<file path="src/rtl/sup_pkg.sv">
package sup_pkg;

    typedef enum logic [2:0] {
        ST_OFF  = 3'd0,
        ST_RUN  = 3'd1,
        ST_OVP  = 3'd2,
        ST_HOT  = 3'd3,
        ST_LOCK = 3'd4
    } sup_state_e;

    localparam int unsigned N_FLT = 4;
    localparam int unsigned F_SHORT = 0;
    localparam int unsigned F_OPEN  = 1;
    localparam int unsigned F_OV    = 2;
    localparam int unsigned F_HOT   = 3;

endpackage

</file>
<file path="src/rtl/sup_debounce.sv">
module sup_debounce #(
    parameter int unsigned LIMIT = 100
) (
    input  logic clk,
    input  logic rst_n,
    input  logic raw,
    output logic qual
);
    localparam int unsigned W = $clog2(LIMIT + 1);
    localparam logic [W-1:0] TOP = W'(LIMIT);

    logic [W-1:0] cnt;

    always_ff @(posedge clk or negedge rst_n) begin
        if (!rst_n) begin
            cnt <= '0;
        end else if (!raw) begin
            cnt <= '0;
        end else if (cnt != TOP) begin
            cnt <= cnt + 1'b1;
        end
    end

    assign qual = (cnt == TOP);
endmodule

</file>
<file path="src/rtl/sup_mode_latch.sv">
module sup_mode_latch (
    input  logic clk,
    input  logic rst_n,
    input  logic sample,
    input  logic pin_hf,
    output logic hf
);
    always_ff @(posedge clk or negedge rst_n) begin
        if (!rst_n) begin
            hf <= 1'b0;
        end else if (sample) begin
            hf <= pin_hf;
        end
    end
endmodule

</file>
<file path="src/rtl/sup_fsm.sv">
module sup_fsm
    import sup_pkg::*;
(
    input  logic             clk,
    input  logic             rst_n,
    input  logic             vdd_on,
    input  logic             vdd_off,
    input  logic             temp_ok,
    input  logic [N_FLT-1:0] qual,
    output logic             power_good,
    output logic             enable,
    output logic             flt_short,
    output logic             flt_open,
    output logic             flt_ovp,
    output logic             flt_hot
);
    sup_state_e state, state_nx;
    logic       lock_short, lock_open;
    logic       pin_q;

    assign pin_q = qual[F_SHORT] | qual[F_OPEN];

    always_comb begin
        state_nx = state;
        if (vdd_off) begin
            state_nx = ST_OFF;
        end else begin
            unique case (state)
                ST_OFF:  if (vdd_on) state_nx = ST_RUN;
                ST_RUN: begin
                    if (pin_q)             state_nx = ST_LOCK;
                    else if (qual[F_HOT])  state_nx = ST_HOT;
                    else if (qual[F_OV])   state_nx = ST_OVP;
                end
                ST_OVP: begin
                    if (pin_q)             state_nx = ST_LOCK;
                    else if (qual[F_HOT])  state_nx = ST_HOT;
                    else if (!qual[F_OV])  state_nx = ST_RUN;
                end
                ST_HOT: begin
                    if (pin_q)                          state_nx = ST_LOCK;
                    else if (temp_ok && !qual[F_HOT])   state_nx = ST_RUN;
                end
                ST_LOCK: state_nx = ST_LOCK;
                default: state_nx = ST_OFF;
            endcase
        end
    end

    assign power_good = (state == ST_OFF) && (state_nx == ST_RUN);

    always_ff @(posedge clk or negedge rst_n) begin
        if (!rst_n) begin
            state      <= ST_OFF;
            lock_short <= 1'b0;
            lock_open  <= 1'b0;
        end else begin
            state <= state_nx;
            if (state_nx == ST_OFF) begin
                lock_short <= 1'b0;
                lock_open  <= 1'b0;
            end else if (state != ST_LOCK && state_nx == ST_LOCK) begin
                lock_short <= qual[F_SHORT];
                lock_open  <= !qual[F_SHORT];
            end
        end
    end

    always_comb begin
        enable    = 1'b0;
        flt_short = 1'b0;
        flt_open  = 1'b0;
        flt_ovp   = 1'b0;
        flt_hot   = 1'b0;
        unique case (state)
            ST_OFF:  ;
            ST_RUN:  enable  = 1'b1;
            ST_OVP:  flt_ovp = 1'b1;
            ST_HOT:  flt_hot = 1'b1;
            ST_LOCK: begin
                flt_short = lock_short;
                flt_open  = lock_open;
            end
            default: ;
        endcase
    end
endmodule

</file>
<file path="src/rtl/sup_supervisor.sv">
module sup_supervisor
    import sup_pkg::*;
#(
    parameter int unsigned PIN_DB_CYC = 100,
    parameter int unsigned OV_DB_CYC  = 3000,
    parameter int unsigned OT_DB_CYC  = 50
) (
    input  logic clk,
    input  logic rst_n,
    input  logic pin_short,
    input  logic pin_open,
    input  logic pin_hf,
    input  logic vdd_on,
    input  logic vdd_off,
    input  logic vdd_ov,
    input  logic temp_hot,
    input  logic temp_ok,
    output logic enable,
    output logic freq_hf,
    output logic flt_short,
    output logic flt_open,
    output logic flt_ovp,
    output logic flt_hot
);
    logic [N_FLT-1:0] raw;
    logic [N_FLT-1:0] qual;
    logic             power_good;

    assign raw[F_SHORT] = pin_short;
    assign raw[F_OPEN]  = pin_open;
    assign raw[F_OV]    = vdd_ov;
    assign raw[F_HOT]   = temp_hot;

    for (genvar g = 0; g < N_FLT; g++) begin : g_db
        localparam int unsigned LIM = (g == F_OV)  ? OV_DB_CYC :
                                      (g == F_HOT) ? OT_DB_CYC : PIN_DB_CYC;
        sup_debounce #(.LIMIT(LIM)) u_db (
            .clk   (clk),
            .rst_n (rst_n),
            .raw   (raw[g]),
            .qual  (qual[g])
        );
    end

    sup_fsm u_fsm (
        .clk        (clk),
        .rst_n      (rst_n),
        .vdd_on     (vdd_on),
        .vdd_off    (vdd_off),
        .temp_ok    (temp_ok),
        .qual       (qual),
        .power_good (power_good),
        .enable     (enable),
        .flt_short  (flt_short),
        .flt_open   (flt_open),
        .flt_ovp    (flt_ovp),
        .flt_hot    (flt_hot)
    );

    sup_mode_latch u_mode (
        .clk    (clk),
        .rst_n  (rst_n),
        .sample (power_good),
        .pin_hf (pin_hf),
        .hf     (freq_hf)
    );
endmodule

</file>
<file path="config.mk">
export PLATFORM = sky130hd
export DESIGN_NAME = sup_supervisor
export DESIGN_NICKNAME = d
export VERILOG_FILES = /design/src/rtl/sup_pkg.sv /design/src/rtl/sup_debounce.sv /design/src/rtl/sup_mode_latch.sv /design/src/rtl/sup_fsm.sv /design/src/rtl/sup_supervisor.sv
export SDC_FILE = /design/constraint.sdc
export NUM_CORES = 1
export LEC_CHECK = 0
export BUFFER_PORTS_ARGS = -buffer_cell sky130_fd_sc_hd__buf_2
export CAP_MARGIN = 10
export CORE_ASPECT_RATIO = 1.5
export CORE_MARGIN = 4
export CORE_UTILIZATION = 51
export CTS_CLUSTER_SIZE = 28
export DETAILED_ROUTE_END_ITERATION = 8
export PLACE_DENSITY = 0.7
export SLEW_MARGIN = 20
export SYNTH_ARGS = -nofsm -noshare
export SYNTH_HDL_FRONTEND = slang
export SYNTH_HIERARCHICAL = 1
export SYNTH_SLANG_ARGS = --single-unit
</file>
<file path="constraint.sdc">
create_clock -name clk -period 6.02 [get_ports clk]
set_input_delay 0 -clock clk [delete_from_list [all_inputs] [get_ports clk]]
set_output_delay 0 -clock clk [all_outputs]
set_load 0.02 [all_outputs]
</file>
# --- Word-level counts from Yosys, hierarchy flattened ---
# Index checks and enable logic that the tools add are counted.
op_classes:
  add_sub_neg: 4
  mul: 0
  div_mod_pow: 0
  order_cmp: 0
  n_eq_ne: 19
  n_shift: 0
  mux: 28
  n_bitwise: 1
  reduce_logical: 8
op_table:
  columns: ["operator", "n"]
  rows:
  - ["3-bit two-way mux", 10]
  - ["7-bit two-way mux", 4]
  - ["12-bit two-way mux", 2]
  - ["3-bit one-hot mux with 5 select lines", 1]
  - ["7-bit by 1-bit adder with 7-bit output (second input constant)", 2]
  - ["7-bit == test (second input constant)", 2]
  - ["7-bit != test (second input constant)", 2]
  - ["12-bit by 1-bit adder with 12-bit output (second input constant)", 1]
  - ["12-bit == test (second input constant)", 1]
  - ["6-bit two-way mux", 2]
  - ["12-bit != test (second input constant)", 1]
  - ["1-bit two-way mux", 9]
  - ["2-bit by 1-bit != test with 1-bit output (second input constant)", 4]
  - ["6-bit by 1-bit adder with 6-bit output (second input constant)", 1]
  - ["3-bit by 1-bit == test with 1-bit output (second input constant)", 2]
  - ["3-bit by 2-bit == test with 1-bit output (second input constant)", 2]
  - ["3-bit == test (second input constant)", 2]
  - ["6-bit == test (second input constant)", 1]
  - ["3-bit logical NOT", 2]
  - ["6-bit != test (second input constant)", 1]
  - ["1-bit logical AND", 3]
  - ["3-bit != test (second input constant)", 1]
  - ["1-bit logical NOT", 2]
  - ["2-bit nonzero test", 1]
  - ["1-bit bitwise OR", 1]
word_totals:
  regBits: 38
  latch_bits: 0
  mem_bits_rw: 0
  romBits: 0
  input_bits: 10
  out_inout_bits: 6
  mem_count: 0

# --- Longest topological paths before layout ---
depth:
  depth_word: 11
  mapped_depth: 9
  mapped_depth_nobuf: 9

# --- Cells and area by module ---
# Netlist, hierarchy kept.
by_module_without_submodules:
  columns: ["module", "instances", "cells_per_inst", "area_each_um2", "seq_area_each_um2"]
  rows:
  - ["sup_debounce (g_db[2].u_db)", 1, 64, 650.6, 300.3]
  - ["sup_fsm", 1, 45, 427.9, 125.1]
  - ["sup_debounce (g_db[0].u_db)", 1, 38, 389.1, 175.2]
  - ["sup_debounce (g_db[1].u_db)", 1, 38, 386.6, 175.2]
  - ["sup_debounce (g_db[3].u_db)", 1, 32, 322.8, 150.1]
  - ["sup_mode_latch", 1, 2, 40.0, 25.0]

# --- Worst setup path after synthesis ---
# No wires, ideal clock.
synth_timing:
  path_kind: "register to register"
  start: "register g_db[2].u_db.cnt[0]"
  end: "register u_mode.hf"
  arrival_time_ps: 2018
  required_ps: 5895
  setup_slack_ps: 3876
  stages_incl_launch_ff: 10
  synth_period_minus_slack_ps: 2144
  cell_sequence: "dfrtp_1 inv_1 ha_1 nand4bb_1 nor4_4 nand2b_1 a211oi_2 nor3_1 nor4b_2 mux2_4"
synth_via:
  elab_chain_cells: 8
  word_cells_on_any_way: 11
  classes_between: "eq/ne (2); mux (8); reduce/logical (1)"
synth_lines:
  columns: ["element", "line_no", "text"]
  rows:
  - ["from (decl)", "sup_debounce.sv:12", "logic [W-1:0] cnt;"]
  - ["from (signal assigned)", "sup_debounce.sv:20", "cnt <= cnt + 1'b1;"]
  - ["12-bit == test (*)", "sup_debounce.sv:24", "assign qual = (cnt == TOP);"]
  - ["via qual[2]", "sup_supervisor.sv:26", "logic [N_FLT-1:0] qual;"]
  - ["3-bit two-way mux (on tied branches)", "sup_fsm.sv:38, sup_fsm.sv:33", null]
  - ["3-bit two-way mux (on tied branches)", "sup_fsm.sv:37, sup_fsm.sv:32", null]
  - ["3-bit two-way mux (on tied branches)", "sup_fsm.sv:36, sup_fsm.sv:31", null]
  - ["3-bit one-hot mux with 5 select lines (*)", "sup_fsm.sv:28", "unique case (state)"]
  - ["3-bit two-way mux (*)", "sup_fsm.sv:25", "if (vdd_off) begin"]
  - ["3-bit by 1-bit == test with 1-bit output (*)", "sup_fsm.sv:50", "assign power_good = (state == ST_OFF) && (state_nx == ST_RUN);"]
  - ["1-bit logical AND (*)", "sup_fsm.sv:50", null]
  - ["via power_good", "sup_supervisor.sv:27", "logic power_good;"]
  - ["to (signal assigned)", "sup_mode_latch.sv:12", "hf <= pin_hf;"]
  - ["to (decl)", "sup_mode_latch.sv:6", "output logic hf"]
# Mark *: on every way through the listed nets, which the timed path passes. The rest lies on a longest branch.
# A chain may end at the register's enable or synchronous reset.

# --- Worst setup path in the final report ---
layout_timing:
  start: "register g_db[3].u_db.cnt[0]"
  end: "register u_mode.hf"
layout_via:
  elab_chain_cells: 9
  word_cells_on_any_way: 13
  classes_between: "eq/ne (2); mux (8); reduce/logical (3)"
layout_lines:
  columns: ["element", "line_no", "text"]
  rows:
  - ["from (decl)", "sup_debounce.sv:12", null]
  - ["from (signal assigned)", "sup_debounce.sv:20", null]
  - ["6-bit == test (*)", "sup_debounce.sv:24", null]
  - ["via qual[3]", "sup_supervisor.sv:26", null]
  - ["1-bit logical NOT", "sup_fsm.sv:42", "else if (temp_ok && !qual[F_HOT]) state_nx = ST_RUN;"]
  - ["1-bit logical AND", "sup_fsm.sv:42", null]
  - ["3-bit two-way mux", "sup_fsm.sv:42", null]
  - ["3-bit two-way mux", "sup_fsm.sv:41", "if (pin_q) state_nx = ST_LOCK;"]
  - ["3-bit one-hot mux with 5 select lines (*)", "sup_fsm.sv:28", null]
  - ["3-bit two-way mux (*)", "sup_fsm.sv:25", null]
  - ["3-bit by 1-bit == test with 1-bit output (*)", "sup_fsm.sv:50", null]
  - ["1-bit logical AND (*)", "sup_fsm.sv:50", null]
  - ["via power_good", "sup_supervisor.sv:27", null]
# Marked as above.

==> run_results.csv <==
group,metric,value,unit
timing,period_needed,2.36,ns
timing,clock_skew,0.00966,ns
place,place_ws,3.67,ns
worst_setup_path,worstSetupPathType,"reg2reg",
die,die_h,88.8,um
clock_tree,clockBufferDepth,2,
clock_tree,cts_resized,0,
clock_tree,cts_tree,"done",
routing,vias_per_cell,5.75,
synth,syn-cell-area,2220,um^2
timing,layout_setup_ws,3.66,ns
synth,synth.avg_cell_area,10.1,um^2
clock_tree,clkSlewWorstSetupHoldPaths,0.08,ns
routing,first_pass_iters,6,
cells_and_area,nets,256,
run,maxCapViolations,0,
synth,ys_ff_latch,38,
grt,grt_pass1_wl,7020,um
run_status,outcome,"finished, final reports clean",
power_and_ir_drop,p_leak,1.03,nW
cells_and_area,multi_input_area,1190,um^2
worst_setup_path,cp_max_fo,6,
timing,final.period_utilization,39.1,%
clock_tree,cts.sinks,38,
synth,synth_edf_count,0,
worst_setup_path,critPathSlowestCell,"dfrtp_1",
die,die-area,5490,um^2
worst_setup_path,end_kind,"flip-flop",
place,hpwl,2810,um
synth,synth_flop_cell,"dfrtp_1",
grt,antenna_found_initial,0,
die,die_w,61.8,um
timing,hold_viol,0,
clock_tree,htreeDepth,2,
timing,report.final.slew_viol_count,0,
cells_and_area,syn_to_final_growth,9.71,%
timing,whs,0.0141,ns
synth,ys_warn_count,6,
timing,setup_violations,0,
worst_setup_path,path_delay_family,"simple AND/OR/NAND/NOR gates",
cells_and_area,seq_area,951,um^2
synth,netlist_instances,219,
timing,tns,0,ns
worst_setup_path,path_buf_inv,1,
die,start_util,52.7,%
worst_setup_path,start_kind,"flip-flop",
cells_and_area,drive_gt1_share,18.0,%
place,routabilityCongestion,0.789,
cells_and_area,nFillCells,383,
synth,yosysSeqAreaShare,42.9,%
worst_setup_path,max_stage_delay,0.42,ns
place,io_buffers,15,
grt,grt.total_usage,16.9,%
routing,drcViolationCount,0,
timing,worst_pin_slew,0.849,ns
grt,grt_overflow,0,
cells_and_area,final_common_cell,"dfrtp_1",
timing,rsz0062_at_grt,"false",
grt,grt_max_degree,39,
cells_and_area,final_cell_mix,"38 x dfrtp_1, 29 x nand2_1, 15 x buf_2",
routing,finalWirelength,3980,um
clock_tree,root_buffer,"clkbuf_8",
routing,wl_per_cell,14.0,um
min_path,min_path_type,"in2reg",
worst_setup_path,arrival,2.53,ns
worst_setup_path,cp.required,6.20,ns
timing,fmax,425,MHz
timing,slew_headroom,43.4,%
die,boundaryPins,16,
power_and_ir_drop,peakVddDrop,0.143,mV
synth,async_flop_share,100,%
clock_tree,worstSkewPairLatency,0.29,ns
synth,ys_types,53,
clock_tree,numCtsBuffers,5,
routing,vias,1640,
routing,ant_nets,0,
die,fp-row-count,29,
power_and_ir_drop,power.total,0.508,mW
synth,syn_nets,237,
routing,drtIter0Drc,86,
die,core,4210,um^2
power_and_ir_drop,power_density,209,nW/um^2
grt,grt_pass1_vias,1573,
cells_and_area,n_antenna_cell,0,
worst_setup_path,path_cells,"inv_1, ha_1, nand4b_1, nor2_1, nand2b_1, o21ai_2, nor3_1, nor4b_2, mux2_4",
==> state kept, by name (all words and copies together), names as in the netlist <==
signal,cells
u_fsm/lock_short,1
u_fsm/state,3
g_db.u_db/cnt,32
u_fsm/lock_open,1
u_mode/hf,1
==> metrics by stage <==
step	cell area (um^2)	std cells	utilization, %
2_1_floorplan	2220	219	-
3_3_place_gp	2310	274	54.9
3_5_place_dp	2310	274	54.9
4_1_cts	2430	285	57.8
5_1_grt	2430	285	57.8
6_report	2430	285	57.8
==> worst register-to-register path, cell delays in order, from the launching register on <==
cell and delay (ns):
dfrtp_1 0.42, inv_1 0.09, ha_1 0.15, nand4b_1 0.10, nor2_1 0.38, nand2b_1 0.23, o21ai_2 0.10, nor3_1 0.21
nor4b_2 0.26, mux2_4 0.32
==> routing by layer <==
metal  track usage, %  vias up  share of wire [%]
met5                0        -                  0
met4             5.79        0                1.2
met3             3.94        5                2.9
met2             27.1       18                 51
met1             22.2      800                 45
li1                 -      817                  -
==> final timing paths <==
| check | slack (ns) | cells after the start | start | end |
|---|---|---|---|---|
| max | 3.66 | 9 | g_db[3].u_db/cnt[0] | u_mode/hf |
| min | 0.01 | 3 | temp_hot | g_db[3].u_db/cnt[5] |
| max reg2reg | 3.66 | 9 | g_db[3].u_db/cnt[0] | u_mode/hf |
| min reg2reg | 0.53 | 2 | u_fsm/lock_short | u_fsm/lock_short |
| max in group asynchronous | 5.13 | 2 | rst_n | g_db[2].u_db/cnt[0] |
| min in group asynchronous | 0.34 | 2 | rst_n | g_db[3].u_db/cnt[5] |
==> cell families (layout without fill, tap and decap cells) <==
kind of cell	count (synthesis)	in the layout	synth area share [%]
AO/OA/AOI/OAI	39	39	12.0
XOR/XNOR	6	6	2.37
adder cells (fa/ha/maj)	8	8	4.51
buffers and inverters	17	37	3.61
flip-flops	38	38	42.9
multiplexers	12	12	5.64
AND/OR/NAND/NOR	99	99	29.0
==> repair_timing <==
| action | 4_1_cts | 5_1_grt |
|---|---|---|
| endpoints found under the hold margin | 41 | 0 |
| hold buffers | 3 | 0 |
| setup endpoints to repair | 0 | 0 |
| buffers inserted | 0 | 0 |
==> synthesized netlist by cell type (3+ instances only) <==
master | n | share of area (%)
or4_1 | 4 | 1.4
ha_1 | 8 | 4.5
a21oi_1 | 11 | 2.5
or3_1 | 4 | 1.1
nand4b_1 | 3 | 1.2
nand3_1 | 6 | 1.4
o21ai_0 | 10 | 2.3
nand3b_1 | 4 | 1.4
and2_1 | 7 | 2.0
buf_2 | 3 | 0.68
o31ai_1 | 4 | 1.4
nand2b_1 | 5 | 1.4
xnor2_1 | 5 | 2.0
mux2i_1 | 11 | 5.0
dfrtp_1 | 38 | 43
nor2_1 | 6 | 1.0
inv_1 | 10 | 1.7
nand2_1 | 29 | 4.9
nand3_2 | 6 | 2.7
==> final cells by class <==
type | instances | area share (%)
Clock buffer | 7 | 3.55
Clock inverter | 1 | 0.206
Inverter | 11 | 1.70
Sequential cell | 38 | 39.1
Tap cell | 46 | 2.37
Multi-Input combinational cell | 164 | 48.8
Timing Repair Buffer | 18 | 4.32
==> where the power goes <==
part	total, mW	internal [mW]	leakage, nW	switching, mW
Combinational	0.0495	0.0222	0.469	0.0273
Clock	0.183	0.0925	0.0482	0.0902
Sequential	0.275	0.264	0.517	0.0115
Total	0.508	0.378	1.03	0.129
Note: power is estimated with default switching activity, not from simulation.
